## src/rtl/sdt_pkg.sv

```systemverilog
package sdt_pkg;
  typedef enum logic [1:0] {SH_IDLE, SH_START, SH_DATA, SH_STOP} sh_state_t;

  localparam logic [1:0] A_DATA = 2'd0;
  localparam logic [1:0] A_CTRL = 2'd1;
  localparam logic [1:0] A_DIV  = 2'd2;
  localparam logic [1:0] A_STAT = 2'd3;

  localparam int ST_EMPTY = 0;
  localparam int ST_DONE  = 1;
  localparam int ST_OVR   = 2;
endpackage

```

## src/rtl/sdt_baud.sv

```systemverilog
module sdt_baud #(
  parameter int DIV_W = 8
) (
  input  logic             clk,
  input  logic             rst_ns,
  input  logic             run,
  input  logic [DIV_W-1:0] div,
  output logic             tick
);
  logic [DIV_W-1:0] cnt_q, cnt_d;
  logic [DIV_W-1:0] last;

  always_comb begin
    last  = (div == '0) ? '0 : div - 1'b1;
    tick  = run && (cnt_q == last);
    cnt_d = (!run || tick) ? '0 : cnt_q + 1'b1;
  end

  always_ff @(posedge clk or negedge rst_ns) begin
    if (!rst_ns) cnt_q <= '0;
    else         cnt_q <= cnt_d;
  end
endmodule

```

## src/rtl/sdt_shift.sv

```systemverilog
module sdt_shift
  import sdt_pkg::*;
#(
  parameter int DATA_W = 8
) (
  input  logic              clk,
  input  logic              rst_ns,
  input  logic              tick,
  input  logic              load_valid,
  input  logic [DATA_W-1:0] load_data,
  output logic              load_take,
  output logic              frame_end,
  output logic              busy,
  output logic              tx
);
  localparam int IDX_W = (DATA_W > 1) ? $clog2(DATA_W) : 1;
  localparam logic [IDX_W-1:0] LAST_IDX = IDX_W'(DATA_W - 1);

  sh_state_t         st_q, st_d;
  logic [DATA_W-1:0] sh_q, sh_d;
  logic [IDX_W-1:0]  idx_q, idx_d;
  logic              tx_q, tx_d;

  always_comb begin
    st_d      = st_q;
    sh_d      = sh_q;
    idx_d     = idx_q;
    load_take = 1'b0;
    frame_end = 1'b0;
    case (st_q)
      SH_IDLE: begin
        if (load_valid) begin
          load_take = 1'b1;
          sh_d      = load_data;
          idx_d     = '0;
          st_d      = SH_START;
        end
      end
      SH_START: begin
        if (tick) st_d = SH_DATA;
      end
      SH_DATA: begin
        if (tick) begin
          if (idx_q == LAST_IDX) begin
            st_d = SH_STOP;
          end else begin
            sh_d  = sh_q >> 1;
            idx_d = idx_q + 1'b1;
          end
        end
      end
      SH_STOP: begin
        if (tick) begin
          st_d      = SH_IDLE;
          frame_end = 1'b1;
        end
      end
      default: st_d = SH_IDLE;
    endcase

    case (st_d)
      SH_START: tx_d = 1'b0;
      SH_DATA:  tx_d = sh_d[0];
      default:  tx_d = 1'b1;
    endcase
  end

  always_ff @(posedge clk or negedge rst_ns) begin
    if (!rst_ns) begin
      st_q  <= SH_IDLE;
      sh_q  <= '0;
      idx_q <= '0;
      tx_q  <= 1'b1;
    end else begin
      st_q  <= st_d;
      sh_q  <= sh_d;
      idx_q <= idx_d;
      tx_q  <= tx_d;
    end
  end

  assign busy = (st_q != SH_IDLE);
  assign tx   = tx_q;
endmodule

```

## src/rtl/sdt_regs.sv

```systemverilog
module sdt_regs
  import sdt_pkg::*;
#(
  parameter int          DATA_W  = 8,
  parameter int          DIV_W   = 8,
  parameter int unsigned DIV_RST = 16
) (
  input  logic              clk,
  input  logic              rst_ns,
  input  logic              bus_we,
  input  logic [1:0]        bus_addr,
  input  logic [DATA_W-1:0] bus_wdata,
  output logic [DATA_W-1:0] bus_rdata,
  input  logic              dma_ack,
  input  logic [DATA_W-1:0] dma_data,
  output logic              dma_req,
  input  logic              load_take,
  input  logic              frame_end,
  output logic              hold_full,
  output logic [DATA_W-1:0] hold_data,
  output logic [DIV_W-1:0]  div,
  output logic              dma_on,
  output logic              done_flag,
  output logic              ovr_flag
);
  logic              full_q, full_d;
  logic [DATA_W-1:0] hold_q, hold_d;
  logic [DIV_W-1:0]  div_q, div_d;
  logic              dma_q, dma_d;
  logic              done_q, done_d;
  logic              ovr_q, ovr_d;
  logic              req_q, req_d;
  logic              wr_data, wr_ctrl, wr_div, wr_stat;
  logic              take_cpu, take_dma, drop;

  always_comb begin
    wr_data  = bus_we && (bus_addr == A_DATA);
    wr_ctrl  = bus_we && (bus_addr == A_CTRL);
    wr_div   = bus_we && (bus_addr == A_DIV);
    wr_stat  = bus_we && (bus_addr == A_STAT);
    take_cpu = wr_data && !full_q;
    take_dma = dma_ack && !full_q && !wr_data;
    drop     = (wr_data && full_q) || (dma_ack && (full_q || wr_data));

    hold_d = hold_q;
    full_d = full_q;
    if (load_take) begin
      full_d = 1'b0;
    end else if (take_cpu) begin
      full_d = 1'b1;
      hold_d = bus_wdata;
    end else if (take_dma) begin
      full_d = 1'b1;
      hold_d = dma_data;
    end

    dma_d = wr_ctrl ? bus_wdata[0] : dma_q;
    div_d = wr_div  ? bus_wdata[DIV_W-1:0] : div_q;

    done_d = done_q;
    if (frame_end && !full_q)             done_d = 1'b1;
    else if (load_take)                   done_d = 1'b0;
    else if (wr_stat && !bus_wdata[ST_DONE]) done_d = 1'b0;

    ovr_d = ovr_q;
    if (drop)                                ovr_d = 1'b1;
    else if (wr_stat && !bus_wdata[ST_OVR])  ovr_d = 1'b0;

    req_d = dma_d && !full_d;
  end

  always_ff @(posedge clk or negedge rst_ns) begin
    if (!rst_ns) begin
      full_q <= 1'b0;
      hold_q <= '0;
      div_q  <= DIV_W'(DIV_RST);
      dma_q  <= 1'b0;
      done_q <= 1'b1;
      ovr_q  <= 1'b0;
      req_q  <= 1'b0;
    end else begin
      full_q <= full_d;
      hold_q <= hold_d;
      div_q  <= div_d;
      dma_q  <= dma_d;
      done_q <= done_d;
      ovr_q  <= ovr_d;
      req_q  <= req_d;
    end
  end

  always_comb begin
    case (bus_addr)
      A_DATA:  bus_rdata = hold_q;
      A_CTRL:  bus_rdata = DATA_W'(dma_q);
      A_DIV:   bus_rdata = DATA_W'(div_q);
      default: bus_rdata = DATA_W'({ovr_q, done_q, ~full_q});
    endcase
  end

  assign dma_req   = req_q;
  assign hold_full = full_q;
  assign hold_data = hold_q;
  assign div       = div_q;
  assign dma_on    = dma_q;
  assign done_flag = done_q;
  assign ovr_flag  = ovr_q;
endmodule

```

## src/rtl/serial_dma_tx.sv

```systemverilog
module serial_dma_tx #(
  parameter int          DATA_W  = 8,
  parameter int          DIV_W   = 8,
  parameter int unsigned DIV_RST = 16
) (
  input  logic              clk,
  input  logic              rst_n,
  input  logic              bus_we,
  input  logic [1:0]        bus_addr,
  input  logic [DATA_W-1:0] bus_wdata,
  output logic [DATA_W-1:0] bus_rdata,
  output logic              dma_req,
  input  logic              dma_ack,
  input  logic [DATA_W-1:0] dma_data,
  output logic              tx
);
  logic [1:0]        rst_pipe;
  logic              rst_ns;
  logic              load_take, frame_end, busy, tick;
  logic              hold_full, dma_on, done_flag, ovr_flag;
  logic [DATA_W-1:0] hold_data;
  logic [DIV_W-1:0]  div;

  always_ff @(posedge clk or negedge rst_n) begin
    if (!rst_n) rst_pipe <= 2'b00;
    else        rst_pipe <= {rst_pipe[0], 1'b1};
  end
  assign rst_ns = rst_pipe[1];

  sdt_regs #(.DATA_W(DATA_W), .DIV_W(DIV_W), .DIV_RST(DIV_RST)) u_regs (
    .clk       (clk),
    .rst_ns    (rst_ns),
    .bus_we    (bus_we),
    .bus_addr  (bus_addr),
    .bus_wdata (bus_wdata),
    .bus_rdata (bus_rdata),
    .dma_ack   (dma_ack),
    .dma_data  (dma_data),
    .dma_req   (dma_req),
    .load_take (load_take),
    .frame_end (frame_end),
    .hold_full (hold_full),
    .hold_data (hold_data),
    .div       (div),
    .dma_on    (dma_on),
    .done_flag (done_flag),
    .ovr_flag  (ovr_flag)
  );

  sdt_baud #(.DIV_W(DIV_W)) u_baud (
    .clk    (clk),
    .rst_ns (rst_ns),
    .run    (busy),
    .div    (div),
    .tick   (tick)
  );

  sdt_shift #(.DATA_W(DATA_W)) u_shift (
    .clk        (clk),
    .rst_ns     (rst_ns),
    .tick       (tick),
    .load_valid (hold_full),
    .load_data  (hold_data),
    .load_take  (load_take),
    .frame_end  (frame_end),
    .busy       (busy),
    .tx         (tx)
  );
endmodule

```

## config.mk

```make
export PLATFORM = sky130hd
export DESIGN_NAME = serial_dma_tx
export DESIGN_NICKNAME = d
export VERILOG_FILES = /design/src/rtl/sdt_pkg.sv /design/src/rtl/sdt_baud.sv /design/src/rtl/sdt_shift.sv /design/src/rtl/sdt_regs.sv /design/src/rtl/serial_dma_tx.sv
export SDC_FILE = /design/constraint.sdc
export NUM_CORES = 1
export LEC_CHECK = 0
export BUFFER_PORTS_ARGS = -buffer_cell sky130_fd_sc_hd__buf_2
export CAP_MARGIN = 20
export CORE_MARGIN = 8
export CORE_UTILIZATION = 58
export DETAILED_ROUTE_END_ITERATION = 10
export PLACE_DENSITY = 0.78
export SLEW_MARGIN = 20
export SYNTH_ARGS = -nofsm -noshare
export SYNTH_HDL_FRONTEND = slang
export SYNTH_SLANG_ARGS = --single-unit
```

## constraint.sdc

```tcl
create_clock -name clk -period 1.6 [get_ports clk]
set_input_delay 0.24 -clock clk [delete_from_list [all_inputs] [get_ports clk]]
set_output_delay 0.24 -clock clk [all_outputs]
set_load 0.005 [all_outputs]
```

==> results of run 1 <==
==> layout by cell type, fill, tap and decap left out, types with 2 or more instances in the layout <==
| master | n |
|---|---|
| clkbuf_8 | 5 |
| mux2i_1 | 9 |
| and3_1 | 3 |
| inv_1 | 5 |
| nand2_1 | 10 |
| nor2b_1 | 3 |
| o21ai_0 | 14 |
| a21boi_2 | 2 |
| ha_1 | 3 |
| buf_2 | 31 |
| a31oi_1 | 2 |
| bufinv_16 | 2 |
| nor4b_4 | 2 |
| nor4_4 | 2 |
| a221o_1 | 6 |
| o22ai_1 | 2 |
| xnor2_1 | 3 |
| mux2_2 | 9 |
| nand3_1 | 11 |
| xor2_1 | 6 |
| dfrtp_1 | 37 |
| nor3_1 | 7 |
| a22oi_1 | 10 |
| a21oi_1 | 6 |
| nor3b_1 | 2 |
| and2_1 | 8 |
| buf_6 | 5 |
| nor2_4 | 2 |
| o21a_1 | 2 |
| dfstp_2 | 3 |
| dfrtp_2 | 5 |
| buf_4 | 43 |
| nand2b_1 | 3 |
| o21ai_1 | 3 |
| mux2_4 | 3 |
| nor2_1 | 23 |
==> kinds of logic (layout without fill, tap and decap cells) <==
| kind of cell | Yosys count | after routing |
|---|---|---|
| AOI/OAI and AO/OA | 64 | 64 |
| xor gates and xnor gates | 9 | 9 |
| adders and majority gates | 4 | 4 |
| buffers and inverters | 20 | 96 |
| DFF | 45 | 45 |
| muxes | 22 | 22 |
| other | 1 | 1 |
| and+or+nand+nor | 88 | 88 |
==> layer usage <==
| layer | global-route usage (%) | vias up | share of wire (%) |
|---|---|---|---|
| met5 | 0 | - | 0 |
| met4 | 5.79 | 0 | 2.0 |
| met3 | 6.39 | 12 | 5.9 |
| met2 | 36.0 | 59 | 51 |
| met1 | 26.9 | 1130 | 42 |
| li1 | - | 1079 | - |
==> worst register-to-register path, cell delays in order, from the launching register on <==
cell	delay [ns]
dfrtp_2	0.47
buf_6	0.14
nor4b_4	0.40
a22oi_1	0.17
o32ai_2	0.29
o2111ai_4	0.18
nor4b_4	0.29
buf_4	0.16
nor2_4	0.05
a221o_1	0.33
==> timing repair <==
action	in CTS	in global routing
setup endpoints to repair	25	25
resized for setup	25	10
hold endpoints to repair	2	0
setup buffers	6	3
hold buffers	1	0
pin swaps	4	3
==> how the worst max path moves through the flow <==
stage	start	to	slack, ns
3_3_place_gp	u_regs.div[2]	u_shift.idx_q[1]	-0.97
2_1_floorplan	u_regs.div[0]	u_shift.idx_q[1]	-0.93
3_5_place_dp	u_regs.div[1]	u_shift.sh_q[1]	-1.03
6_report	u_regs.div[2]	u_shift.sh_q[4]	-0.99
4_1_cts	u_regs.div[2]	u_shift.sh_q[1]	-0.97
5_1_grt	u_regs.div[2]	u_shift.sh_q[4]	-1.11
==> power by group <==
part | switching, uW | leakage, uW | internal (uW) | total, uW
Clock | 376 | 0.0000681 | 620 | 996
Combinational | 988 | 0.000975 | 993 | 1980
Sequential | 300 | 0.000543 | 1510 | 1810
Total | 1660 | 0.00159 | 3120 | 4790
==> per-stage QoR <==
stage / total power, uW / worst slack (ns) / hold slack, ns / TNS (ns) / instance area [um2]
finish: 4790 / -0.992 / 0.199 / -20.49 / 3440
global route: 5050 / -1.11 / 0.191 / -22.57 / 3440
CTS: 4730 / -0.972 / 0.197 / -20.65 / 3400
detailed placement: 3520 / -1.03 / 0.0317 / -22.43 / 3110
global placement: 3470 / -0.971 / 0.0251 / -21.24 / 3110
floorplan: 2840 / -0.930 / -0.0556 / -17.73 / 2630
==> sequential cells by signal (all words and copies together) (netlist names) <==
signal            flops
u_regs.ovr_flag       1
u_regs.div            8
u_shift.tx            1
rst_pipe              2
u_regs.hold_data      8
u_regs.hold_full      1
u_shift.sh_q          8
u_regs.dma_on         1
u_shift.idx_q         3
u_shift.st_q          2
u_baud.cnt_q          8
u_regs.done_flag      1
u_regs.dma_req        1
==> area by class of cell <==
class                      instances  area share [%]
multi-input combinational        188            44.0
sequential                        45            33.0
timing repair buffer              81            16.4
clock buffer                       5            2.00
clock inverter                     3            1.89
tap                               52            1.89
inverter                           7           0.836
==> metrics, run 1 <==
Tightest Hold Check Type=flip-flop to async pin; core box area=approximately 4300 um2; clk slew on worst S/H paths=~0.08 ns; Clock Path Buffers=2; Nets=approximately 350; Final period util=162%; drt via density=about 6.0; layout cells sized above 1=~41%; R2R setup slack=-0.99 ns; initial antenna violation count=0; commonest cells in the synthesized netlist=42 x dfrtp_1, 26 x nor2_1, 16 x o21ai_0, 12 x nand3_1, 11 x nand2_1; drt total wl=around 7.2 mm; die area=slightly below 7000 um2; post-synthesis compound-gate area fraction=18.6%; filler instances=~250; R2R depth=9; multiplexer area fraction after synthesis=under 10%; Layout area overhead=34.4%; Critical Path Fanout Max=7; vias=between 2000 and 2500; max_cap viols=0; #FFs+latches synth=45; area taken by multi-input logic gates=roughly 1500 um2; Tmin final=around 2.6 ns; Critical Path Stages=9; post-synthesis cell area=2560 um2; CP Capture Type=flip-flop; GRT overflow=0; CP startpoint kind=flip-flop; non-filler cells, final=381; Synth area leader=dfrtp_1; Port-buffer cells=31; clock sink count=between 40 and 50; cell family with most CP delay=compound AO/OA/AOI/OAI gates; syn nets=~280; DRT Pass-1 Iters=5; CP arrival=between 2 and 3 ns; Final WS setup=-0.992 ns; diode count=0; Hold Vio Cnt, Final=0; Slew Limit Fails=0; Yosys cell types=just over 60; Post-Synth Simple-Gate Area=19.1%; largest net degree at the start of global routing=28; FF-to-FF End=u_shift.sh_q[4]; initial core utilization=about three fifths; syn avg cell area=10.1 um2; number of synthesized flops with an enable pin=0; Clock Skews=approximately 0.0097 ns; Top Ports=32; Overall Global Routing Usage=roughly 22%; Req. time, crit path=between 1.5 and 2 ns; Pwr Density=about 1400 nW/um2; 1st-iter DRT viols=about 240; DP HPWL=5.06 mm; routability cong.=around 0.86; Crit Path Class=flip-flop to flip-flop; htree depth=2; sequential fraction of the synthesis area=approximately 44%; drt wl/cell=roughly 19 um; Placed Cells incl. Taps=between 300 and 400; row count=24; Post-Synth XOR/XNOR Area=under 10%; Die H=82.5 um; maximum vdd drop=between 1 and 1.5 mV; DRC errors left=0; share of the synthesized area in the top cell type=41.0%; Util after Layout=between 80% and 90%; final setup fails=24; Yosys Warn Count=0; Critical Path, Cell by Cell=buf_6, nor4b_4, a22oi_1, o32ai_2, o2111ai_4, nor4b_4, buf_4, nor2_4, a221o_1; CTS root buf=clkbuf_8; failing checks=setup timing; most common cell in the netlist=dfrtp_1; synth top area cells=dfrtp_1 41%, mux2_2 4.4%, nor2_1 3.8%; RSZ-0062 raised after global routing=true; measured slew at the worst slew-check pin=approximately 0.54 ns; Synth Flop Type=dfrtp_1; DIE WIDTH=82.5 um; Seq. cell area=about 1100 um2; Synth Instances=around 250; status=finished, violations left; vias in the first global route=2230; Slowest Stage Delay on Critical Path=about 0.47 ns; CTS tree=yes; cell mode on critical path=nor4b_4; first-pass GRT wire length=~11 mm; combinational family with the most area after synthesis=simple AND/OR/NAND/NOR gates; Worst path slowest cell=dfrtp_2; Post-Synth Adder-Cell Area=1.95%; P_leak=around 0.0016 uW; CP bufs+invs=2; Worst slew margin=between 60 and 70%; r2r startpoint=u_regs.div[2]; antenna-violating nets left=0; max frequency=between 300 and 400 MHz; clk_lat worst skew=approximately 0.30 ns; cts bufs inserted=5; asr flop ratio synth=between 90% and 100%
Power figures use the tool's default switching activity.
==> inputs of run 2 (changes only) <==
--- a/config.mk
+++ b/config.mk
@@ -8,9 +8,9 @@
 export BUFFER_PORTS_ARGS = -buffer_cell sky130_fd_sc_hd__buf_2
 export CAP_MARGIN = 20
 export CORE_MARGIN = 8
-export CORE_UTILIZATION = 58
+export CORE_UTILIZATION = 52
 export DETAILED_ROUTE_END_ITERATION = 10
-export PLACE_DENSITY = 0.78
+export PLACE_DENSITY = 0.74
 export SLEW_MARGIN = 20
 export SYNTH_ARGS = -nofsm -noshare
 export SYNTH_HDL_FRONTEND = slang
==> constraint.sdc (replaced) <==
create_clock -name clk -period 2.3 [get_ports clk]
set_input_delay 0.345 -clock clk [delete_from_list [all_inputs] [get_ports clk]]
set_output_delay 0.345 -clock clk [all_outputs]
set_load 0.005 [all_outputs]
==> metrics, run 2 (synthesis gave the netlist of run 1 again) <==
antenna-violating nets left=0 (unchanged); Tightest Hold Check Type=input pin to flip-flop; vias=2246 (-1.5%); die area=7430 um2 (+9.3%); RSZ-0062 raised after global routing=true; Die H=86.2 um (+4.5%); Top Ports=32 (unchanged); Worst path slowest cell=dfrtp_1; drt wl/cell=18.0 um (-4.3%); Clock Skews=0.00858 ns (-0.00115 ns); Slew Limit Fails=0 (unchanged); most frequent cells in the layout=39 x dfrtp_1, 35 x buf_4, 31 x buf_2; Placed Cells incl. Taps=370 (+1.4%); DP HPWL=4.58 mm (-9.4%); layout cells sized above 1=43.0% (+1.7 points); DRC errors left=0 (unchanged); max frequency=358 MHz (-7.2%); diode count=0 (unchanged); drt total wl=6.98 mm (-2.6%); CP startpoint kind=flip-flop; cts bufs inserted=5 (unchanged); Nets=346 (-2.3%); DRT Pass-1 Iters=4 (-1); vias in the first global route=2220 (-0.45%); CTS tree=yes; Clock Path Buffers=2 (unchanged); first-pass GRT wire length=10.7 mm (-3.1%); drt via density=5.79 (-3.3%); DIE WIDTH=86.2 um (+4.5%); P_leak=0.00153 uW (-3.3%); final setup fails=23 (-4.2%); Critical Path Fanout Max=7 (unchanged); Final period util=121% (-41 points); initial core utilization=54.2% (-5.4 points); Pwr Density=930 nW/um2 (-33%); clk slew on worst S/H paths=0.09 ns (about the same); Hold WS=0.292 ns (+0.0932 ns); maximum vdd drop=0.538 mV (-47%); clk_lat worst skew=0.31 ns (about the same); Layout area overhead=33.2%; Final WS setup=-0.493 ns (+0.498 ns); Tmin final=2.79 ns (+0.202 ns); Req. time, crit path=2.50 ns (+0.72 ns); cell mode on critical path=nor4b_4; GRT overflow=0 (unchanged); Hold Vio Cnt, Final=0 (unchanged); largest net degree at the start of global routing=44 (+57%); Slowest Stage Delay on Critical Path=0.42 ns (-0.05 ns); post-route cell area=3410 um2 (-0.87%); 1st-iter DRT viols=91 (-62%); routability cong.=0.906 (+4.9%); Overall Global Routing Usage=18.2% (-3.5 points); Worst slew margin=37.3% (-26 points); row count=25 (+4.2%); CP Capture Type=flip-flop; Port-buffer cells=31 (unchanged); failing checks=setup timing; measured slew at the worst slew-check pin=0.940 ns (+0.395 ns); Crit Path Class=flip-flop to flip-flop; initial antenna violation count=0 (unchanged); CP arrival=2.99 ns (+0.21 ns); Critical Path, Cell by Cell=inv_2, ha_4, nor4b_4, a22oi_2, o32ai_4, o2111ai_4, nor4b_4, nor2_1, buf_4, a221o_1; htree depth=2 (unchanged); clock sink count=45 (unchanged); status=finished, violations left; commonest non-fill, non-tap cell in the layout=dfrtp_1; non-filler cells, final=388 (+1.8%); CTS root buf=clkbuf_8; Post-DP Area=3040 um2 (-2.2%); core box area=4720 um2 (+10%); max_cap viols=0 (unchanged)
-- run 2: power by group --
group / leakage [uW] / total (uW) / internal (uW) / switching (uW)
Combinational: 0.000941 / 1370 / 689 / 681
Clock: 0.0000481 / 504 / 216 / 289
Sequential: 0.000545 / 1300 / 1050 / 252
-- run 2: final cells by class --
class                   instances  area, um2
well taps                      67       83.8
flip-flops and latches         45       1130
clock inverters                 3       22.5
clock buffers                   5       68.8
repair buffers                 73        495
fillers                       325       1310
multi-input cells             188       1580
inverters                       7       28.8
-- run 2: final timing paths --
| path | start | end | slack, ns | cells past startpoint |
|---|---|---|---|---|
| max | u_regs.div[1] | u_shift.sh_q[1] | -0.49 | 10 |
| max in group asynchronous | rst_pipe[1] | u_regs.div[0] | 1.24 | 0 |
| min reg2reg | rst_pipe[0] | rst_pipe[1] | 0.36 | 0 |
| min | bus_wdata[6] | u_regs.div[6] | 0.29 | 2 |
| min in group asynchronous | rst_n | rst_pipe[1] | 0.34 | 2 |
| max reg2reg | u_regs.div[1] | u_shift.sh_q[1] | -0.49 | 10 |
-- run 2: what timing repair did --
| item | in CTS | in global routing |
|---|---|---|
| hold buffers | 1 | 0 |
| pin swaps | 8 | 20 |
| gates resized for setup | 18 | 28 |
| endpoints found under the hold margin | 2 | 0 |
| setup endpoints to repair | 23 | 23 |
| buffers inserted | 9 | 3 |
-- run 2: through the flow --
step           total power [uW]  TNS, ns  utilization, %  setup WS, ns
6_report                   3170    -7.95            72.2        -0.493
5_1_grt                    3360    -9.77            72.2        -0.597
3_3_place_gp               2360    -6.85            64.3        -0.365
2_1_floorplan              1980    -1.85               -        -0.230
4_1_cts                    2980    -6.76            69.1        -0.450
3_5_place_dp               2390    -7.96            64.3        -0.420
-- run 2: routing by layer --
| layer | part of all wire [%] | track usage, % | up-vias | wire, um |
|---|---|---|---|---|
| li1 | - | - | 1062 | - |
| met1 | 42 | 22.5 | 1111 | 2940 |
| met2 | 50 | 30.0 | 61 | 3480 |
| met3 | 6.1 | 5.10 | 12 | 429 |
| met4 | 1.8 | 6.10 | 0 | 128 |
| met5 | 0 | 0 | - | 0 |
-- run 2: worst max-delay path, delay by kind of cell, from the launching register on --
kind / cells / cell delay (ns)
compound gates: 4 / 1.02
fa+ha+maj: 1 / 0.17
simple gates: 3 / 0.81
flops: 1 / 0.42
buf+inv: 2 / 0.27
